File: src/rtl/prio_irq_pkg.sv
package prio_irq_pkg;
  localparam int PRIO_W = 4;
  localparam int VEC_W  = 9;

  typedef logic [PRIO_W-1:0] prio_t;
  typedef logic [VEC_W-1:0]  vec_t;

  // update applied to the current priority on an edge
  typedef enum logic [1:0] {
    CP_HOLD,
    CP_TAKE,
    CP_POP,
    CP_LOAD
  } cp_op_e;

  function automatic int round_up4(int n);
    return ((n + 3) / 4) * 4;
  endfunction
endpackage

File: src/rtl/prio_irq_inputs.sv
module prio_irq_inputs
  import prio_irq_pkg::*;
#(
  parameter int NUM_PERIPH = 28,
  parameter int NUM_SW     = 4,
  parameter int SRC_TOTAL  = 32
) (
  input  logic                  clk,
  input  logic                  rst_n,
  input  logic [NUM_PERIPH-1:0] periph_in,
  input  logic                  sw_set_we,
  input  logic                  sw_clr_we,
  input  logic [NUM_SW-1:0]     sw_bits,
  output logic [SRC_TOTAL-1:0]  pending
);
  logic [NUM_PERIPH-1:0] meta_q, sync_q;
  logic [NUM_SW-1:0]     sw_q;

  always_ff @(posedge clk or negedge rst_n) begin
    if (!rst_n) begin
      meta_q <= '0;
      sync_q <= '0;
    end else begin
      meta_q <= periph_in;
      sync_q <= meta_q;
    end
  end

  always_ff @(posedge clk or negedge rst_n) begin
    if (!rst_n)         sw_q <= '0;
    else if (sw_set_we) sw_q <= sw_q | sw_bits;
    else if (sw_clr_we) sw_q <= sw_q & ~sw_bits;
  end

  generate
    for (genvar i = 0; i < SRC_TOTAL; i++) begin : g_src
      if (i < NUM_PERIPH) begin : g_periph
        assign pending[i] = sync_q[i];
      end else if (i < NUM_PERIPH + NUM_SW) begin : g_soft
        assign pending[i] = sw_q[i-NUM_PERIPH];
      end else begin : g_pad
        assign pending[i] = 1'b0;
      end
    end
  endgenerate
endmodule

File: src/rtl/prio_irq_prio_table.sv
module prio_irq_prio_table
  import prio_irq_pkg::*;
#(
  parameter int SRC_TOTAL = 32,
  parameter int ADDR_W    = 8
) (
  input  logic                    clk,
  input  logic                    rst_n,
  input  logic                    we,
  input  logic [ADDR_W-1:0]       addr,
  input  prio_t                   wprio,
  output prio_t [SRC_TOTAL-1:0]   prio_tab
);
  generate
    for (genvar i = 0; i < SRC_TOTAL; i++) begin : g_ent
      prio_t q;
      always_ff @(posedge clk or negedge rst_n) begin
        if (!rst_n)                          q <= '0;
        else if (we && addr == ADDR_W'(i))   q <= wprio;
      end
      assign prio_tab[i] = q;
    end
  endgenerate
endmodule

File: src/rtl/prio_irq_arbiter.sv
module prio_irq_arbiter
  import prio_irq_pkg::*;
#(
  parameter int SRC_TOTAL = 32
) (
  input  logic [SRC_TOTAL-1:0]  pend,
  input  prio_t [SRC_TOTAL-1:0] prio_tab,
  output prio_t                 win_prio,
  output vec_t                  win_vec
);
  localparam int GROUPS = SRC_TOTAL / 4;

  prio_t [GROUPS-1:0] g_prio;
  vec_t  [GROUPS-1:0] g_vec;

  // first stage: winner inside each group of four
  generate
    for (genvar g = 0; g < GROUPS; g++) begin : g_grp
      prio_t lp;
      vec_t  lv;
      always_comb begin
        lp = '0;
        lv = '0;
        for (int k = 3; k >= 0; k--) begin
          if (pend[4*g+k] && prio_tab[4*g+k] != '0 && prio_tab[4*g+k] >= lp) begin
            lp = prio_tab[4*g+k];
            lv = VEC_W'(4*g+k);
          end
        end
      end
      assign g_prio[g] = lp;
      assign g_vec[g]  = lv;
    end
  endgenerate

  // second stage: across groups, earlier group wins a tie
  always_comb begin
    win_prio = '0;
    win_vec  = '0;
    for (int g = GROUPS-1; g >= 0; g--) begin
      if (g_prio[g] != '0 && g_prio[g] >= win_prio) begin
        win_prio = g_prio[g];
        win_vec  = g_vec[g];
      end
    end
  end
endmodule

File: src/rtl/prio_irq_lifo.sv
module prio_irq_lifo
  import prio_irq_pkg::*;
#(
  parameter int DEPTH = 16
) (
  input  logic  clk,
  input  logic  rst_n,
  input  logic  push,
  input  logic  pop,
  input  prio_t din,
  output prio_t top
);
  localparam int CNT_W = $clog2(DEPTH + 1);
  localparam int PTR_W = (DEPTH > 1) ? $clog2(DEPTH) : 1;

  prio_t            mem [DEPTH];
  logic [CNT_W-1:0] cnt;
  logic             empty, full;

  assign empty = (cnt == '0);
  assign full  = (cnt == CNT_W'(DEPTH));

  always_ff @(posedge clk) begin
    if (push && !full) mem[PTR_W'(cnt)] <= din;
  end

  always_ff @(posedge clk or negedge rst_n) begin
    if (!rst_n)                cnt <= '0;
    else if (push && !full)    cnt <= cnt + CNT_W'(1);
    else if (pop && !empty)    cnt <= cnt - CNT_W'(1);
  end

  assign top = empty ? '0 : mem[PTR_W'(cnt - CNT_W'(1))];
endmodule

File: src/rtl/prio_irq_ctrl.sv
module prio_irq_ctrl
  import prio_irq_pkg::*;
#(
  parameter int NUM_PERIPH  = 28,
  parameter int NUM_SW      = 4,
  parameter int ADDR_W      = 8,
  parameter int DATA_W      = 16,
  parameter int STACK_DEPTH = 16
) (
  input  logic                  clk,
  input  logic                  rst_n,
  input  logic [NUM_PERIPH-1:0] irq_src,
  input  logic                  cfg_wr_en,
  input  logic [ADDR_W-1:0]     cfg_addr,
  input  logic [DATA_W-1:0]     cfg_wdata,
  output logic                  irq_valid,
  input  logic                  irq_ready,
  output logic [VEC_W-1:0]      irq_vector,
  output logic [PRIO_W-1:0]     irq_prio,
  output logic [PRIO_W-1:0]     cur_prio,
  output logic [VEC_W-1:0]      ack_vector
);
  localparam int SRC_TOTAL = round_up4(NUM_PERIPH + NUM_SW);
  localparam int CTRL_BASE = 2 ** (ADDR_W - 1);
  localparam logic [ADDR_W-1:0] A_CUR = ADDR_W'(CTRL_BASE);
  localparam logic [ADDR_W-1:0] A_EOI = ADDR_W'(CTRL_BASE + 1);
  localparam logic [ADDR_W-1:0] A_SET = ADDR_W'(CTRL_BASE + 2);
  localparam logic [ADDR_W-1:0] A_CLR = ADDR_W'(CTRL_BASE + 3);

  logic [SRC_TOTAL-1:0]  pending;
  prio_t [SRC_TOTAL-1:0] prio_tab;
  prio_t                 win_prio, lifo_top, cur_q;
  vec_t                  win_vec, ack_q;
  logic                  wr_prio, wr_cur, wr_eoi, wr_set, wr_clr, take;
  cp_op_e                op;
  logic                  unused_wdata;

  assign unused_wdata = ^cfg_wdata;

  assign wr_prio = cfg_wr_en && (cfg_addr < ADDR_W'(SRC_TOTAL));
  assign wr_cur  = cfg_wr_en && (cfg_addr == A_CUR);
  assign wr_eoi  = cfg_wr_en && (cfg_addr == A_EOI);
  assign wr_set  = cfg_wr_en && (cfg_addr == A_SET);
  assign wr_clr  = cfg_wr_en && (cfg_addr == A_CLR);

  prio_irq_inputs #(
    .NUM_PERIPH(NUM_PERIPH), .NUM_SW(NUM_SW), .SRC_TOTAL(SRC_TOTAL)
  ) u_inputs (
    .clk(clk), .rst_n(rst_n), .periph_in(irq_src),
    .sw_set_we(wr_set), .sw_clr_we(wr_clr),
    .sw_bits(cfg_wdata[NUM_SW-1:0]), .pending(pending)
  );

  prio_irq_prio_table #(.SRC_TOTAL(SRC_TOTAL), .ADDR_W(ADDR_W)) u_table (
    .clk(clk), .rst_n(rst_n), .we(wr_prio), .addr(cfg_addr),
    .wprio(cfg_wdata[PRIO_W-1:0]), .prio_tab(prio_tab)
  );

  prio_irq_arbiter #(.SRC_TOTAL(SRC_TOTAL)) u_arb (
    .pend(pending), .prio_tab(prio_tab), .win_prio(win_prio), .win_vec(win_vec)
  );

  assign irq_valid  = (win_prio > cur_q);
  assign irq_vector = win_vec;
  assign irq_prio   = win_prio;
  assign take       = irq_valid && irq_ready;

  // handshake outranks end-of-interrupt, which outranks a direct load
  always_comb begin
    if (take)        op = CP_TAKE;
    else if (wr_eoi) op = CP_POP;
    else if (wr_cur) op = CP_LOAD;
    else             op = CP_HOLD;
  end

  prio_irq_lifo #(.DEPTH(STACK_DEPTH)) u_lifo (
    .clk(clk), .rst_n(rst_n), .push(op == CP_TAKE), .pop(op == CP_POP),
    .din(cur_q), .top(lifo_top)
  );

  always_ff @(posedge clk or negedge rst_n) begin
    if (!rst_n) begin
      cur_q <= '0;
    end else begin
      case (op)
        CP_TAKE: cur_q <= win_prio;
        CP_POP:  cur_q <= lifo_top;
        CP_LOAD: cur_q <= cfg_wdata[PRIO_W-1:0];
        default: cur_q <= cur_q;
      endcase
    end
  end

  always_ff @(posedge clk or negedge rst_n) begin
    if (!rst_n)    ack_q <= '0;
    else if (take) ack_q <= win_vec;
  end

  assign cur_prio   = cur_q;
  assign ack_vector = ack_q;
endmodule

File: config.mk
export PLATFORM = sky130hd
export DESIGN_NAME = prio_irq_ctrl
export DESIGN_NICKNAME = d
export VERILOG_FILES = /design/src/rtl/prio_irq_pkg.sv /design/src/rtl/prio_irq_inputs.sv /design/src/rtl/prio_irq_prio_table.sv /design/src/rtl/prio_irq_arbiter.sv /design/src/rtl/prio_irq_lifo.sv /design/src/rtl/prio_irq_ctrl.sv
export SDC_FILE = /design/constraint.sdc
export NUM_CORES = 1
export LEC_CHECK = 0
export BUFFER_PORTS_ARGS = -buffer_cell sky130_fd_sc_hd__buf_2
export CORE_MARGIN = 2
export CORE_UTILIZATION = 35
export CTS_CLUSTER_SIZE = 28
export DETAILED_ROUTE_END_ITERATION = 8
export HOLD_SLACK_MARGIN = 0.08
export PLACE_DENSITY = 0.6
export SKIP_CTS_REPAIR_TIMING = 1
export SYNTH_ARGS = -nofsm -noshare
export SYNTH_HDL_FRONTEND = slang
export SYNTH_SLANG_ARGS = --single-unit
File: constraint.sdc
create_clock -name clk -period 34.5 [get_ports clk]
set_input_delay 6.9 -clock clk [delete_from_list [all_inputs] [get_ports clk]]
set_output_delay 6.9 -clock clk [all_outputs]
set_load 0.1 [all_outputs]
==> metrics.txt <==
CTS tree=yes; Inserted Clock Buffers=29; Final Setup Violations=0; wire per inst=approximately 18 um; setup total negative slack=0 ns; die area=~47000 sq um; 1st-pass router iterations=5; skew final=0.0206 ns; Crit Path Max Fanout=11; Critical Path AT=18.54 ns; Cell Area, Placed=roughly 17000 sq um; Slew Viols, Final=0; Clk Latency, worst-skew pair=around 0.58 ns; most common cell after layout, fill and taps aside=dfrtp_1; crit-path max cell delay=~0.64 ns; clock sinks=about 270; Post-synth ARST share=0.759; Fmax achieved=39.3 MHz; vias=around 11000; post-synthesis cell area=around 16000 sq um; CP Data Required Time=~28 ns; LEAKAGE=approximately 7.9 nW; Port Buffers=62; total grt overflow=0; CP max-delay cell=nor3_1; drc violations=0; Starting Density=0.355; vias per inst=~5.3; register area share after synthesis=0.443; Core Area=44300 sq um; Final Hold Viols=0; period utilization=0.737; relative max-transition margin=0.225; first-pass GRT wire length=61200 um; Final ANT Viol Nets=0; initial drt markers=about 640; # Max-Cap Violations=0; share of cells above drive strength 1=0.198; Synth-to-Final Area Change=12.2%; initial antenna violation count=0; unrepaired setup endpoints after global routing=no; worst-case clock buffer depth=3; Critical Path Start Type=flip-flop; ys flop type=dfrtp_1; fill cell count=4318; root buffer selected by CTS=clkbuf_16; die width=216 um; GP Congestion=around 0.87; Ys Warns=0; Nets=between 1500 and 2000; endpoint type of the worst setup path=primary output; number of diodes=0; worst min-delay path category=reg2reg; synthesized flop and latch total=266; status=finished clean; total power=between 0.001 and 0.0015 W; crit path kind=reg2out; Reg area=6980 sq um; H-tree depth=1; commonest non-fill, non-tap cells in the layout=dfrtp_1 (202), mux2_2 (129), ha_1 (123); min Tclk post-route=between 20 and 30 ns; Non-Filler Cell Area, Final=around 18000 sq um; FP Rows=77; PD cells=just under 80 nW/um^2; final WL=~37000 um; Distinct cells, synth=a little under 100; Avg Cell Area, Syn=approximately 11 sq um; number of enable flip-flop cells after synthesis=64; vias in the first global route=roughly 11000; Worst Max-Slew Pin Slew=1.15 ns; Mapped Cells=1441; I/O pins=a little over 80; Clk pin slew, worst setup/hold paths=about 0.060 ns; HPWL after DPL=about 27000 um; Peak VDD IR=between 0.00015 and 0.0002 V; Multi-input gate area=8250 sq um; largest net degree at the start of global routing=82; Total GRT Usage=0.162; DIE HEIGHT=approximately 220 um
-- routing by layer --
| layer | share of wire | track usage | vias to the layer above |
|---|---|---|---|
| li1 | - | - | 5465 |
| met1 | 0.45 | 0.215 | 5502 |
| met2 | 0.48 | 0.273 | 188 |
| met3 | 0.033 | 0.0192 | 66 |
| met4 | 0.032 | 0.0564 | 0 |
| met5 | 0 | 0 | - |
-- cells by family after synthesis --
logic type / synth area share
fa+ha+maj: 0.0992
buf+inv: 0.0339
simple gates: 0.127
xor+xnor: 0.00278
other cells: 0.000238
compound gates: 0.161
mux: 0.132
flops: 0.443
-- synthesized netlist by cell type, types with 7 or more instances --
| cell type | count | area [sq um] |
|---|---|---|
| o21a_1 | 14 | 105 |
| nand2b_1 | 36 | 225 |
| a31oi_1 | 15 | 93.8 |
| a22oi_1 | 12 | 90.1 |
| nor2b_1 | 20 | 125 |
| buf_4 | 8 | 60.1 |
| dfrtp_1 | 202 | 5050 |
| clkbuf_1 | 31 | 116 |
| and3_1 | 17 | 106 |
| ha_1 | 123 | 1540 |
| edfxtp_1 | 64 | 1920 |
| and2_1 | 32 | 200 |
| inv_1 | 91 | 342 |
| o31ai_1 | 10 | 75.1 |
| nand3_1 | 25 | 125 |
| mux4_2 | 16 | 360 |
| mux2_2 | 129 | 1450 |
| mux2i_1 | 25 | 250 |
| nor4_1 | 9 | 56.3 |
| a211o_1 | 7 | 61.3 |
| o41a_1 | 7 | 78.8 |
| a21oi_1 | 50 | 250 |
| nor2_1 | 75 | 282 |
| o41ai_1 | 12 | 105 |
| or2_2 | 10 | 62.6 |
| o21ai_0 | 57 | 285 |
| a211oi_1 | 14 | 105 |
| or3_1 | 9 | 56.3 |
| a21o_1 | 42 | 315 |
| a22o_1 | 13 | 114 |
| nor3_1 | 20 | 100 |
| nand2_1 | 121 | 454 |
-- critical path: cells and delay by family (launching register included) --
family	cells	cell delay (ns)
muxes	6	2.09
adders and majority gates	13	3.41
buffers and inverters	6	0.84
AOI/OAI and AO/OA	36	7.88
DFF	1	0.43
and+or+nand+nor	18	3.27
-- area by class of cell --
class	instances	share of cell area
timing repair buffer	68	0.0207
clock inverter	9	0.00780
clock buffer	44	0.0477
tap	592	0.0420
sequential	266	0.395
inverter	92	0.0196
multi-input combinational	1048	0.467
-- power by group --
group	switching [W]	internal, W	leakage (nW)	total (W)
Sequential	0.0000284	0.000358	3.17	0.000387
Combinational	0.000473	0.000213	4.24	0.000686
Clock	0.000128	0.000191	0.479	0.000319
-- state kept, by name, indices dropped and copies added (netlist names), named ones only --
name,count
ack_vector,5
u_lifo.cnt,5
cur_prio,4
u_lifo.mem,64
u_table.g_ent.q,128
u_inputs.meta_q,28
u_inputs.sync_q,28
-- through the flow --
| step | utilization | setup WS [ns] | hold slack (ns) | std cells |
|---|---|---|---|---|
| floorplan | - | 9.27 | 0.331 | 1448 |
| global placement | 0.376 | 9.97 | 0.333 | 2066 |
| detailed placement | 0.376 | 9.72 | 0.335 | 2066 |
| CTS | 0.398 | 9.04 | 0.348 | 2119 |
| global route | 0.398 | 7.65 | 0.348 | 2119 |
| finish | 0.398 | 9.06 | 0.343 | 2119 |
-- path summary, 6_finish.rpt --
kind                            cells after the start                endpoint  slack (ns)                from
worst max-delay path                               79               irq_valid        9.06           flip-flop
worst min-delay path                                0      u_inputs.sync_q[7]        0.34  u_inputs.meta_q[7]
worst max register to register                     85             cur_prio[1]       14.73           flip-flop
worst min register to register                      0      u_inputs.sync_q[7]        0.34  u_inputs.meta_q[7]
max in group asynchronous                           2  u_table.g_ent[12].q[1]       26.91               rst_n
min in group asynchronous                           1     u_inputs.sync_q[26]        6.27               rst_n
(Power assumes the default switching activity.)
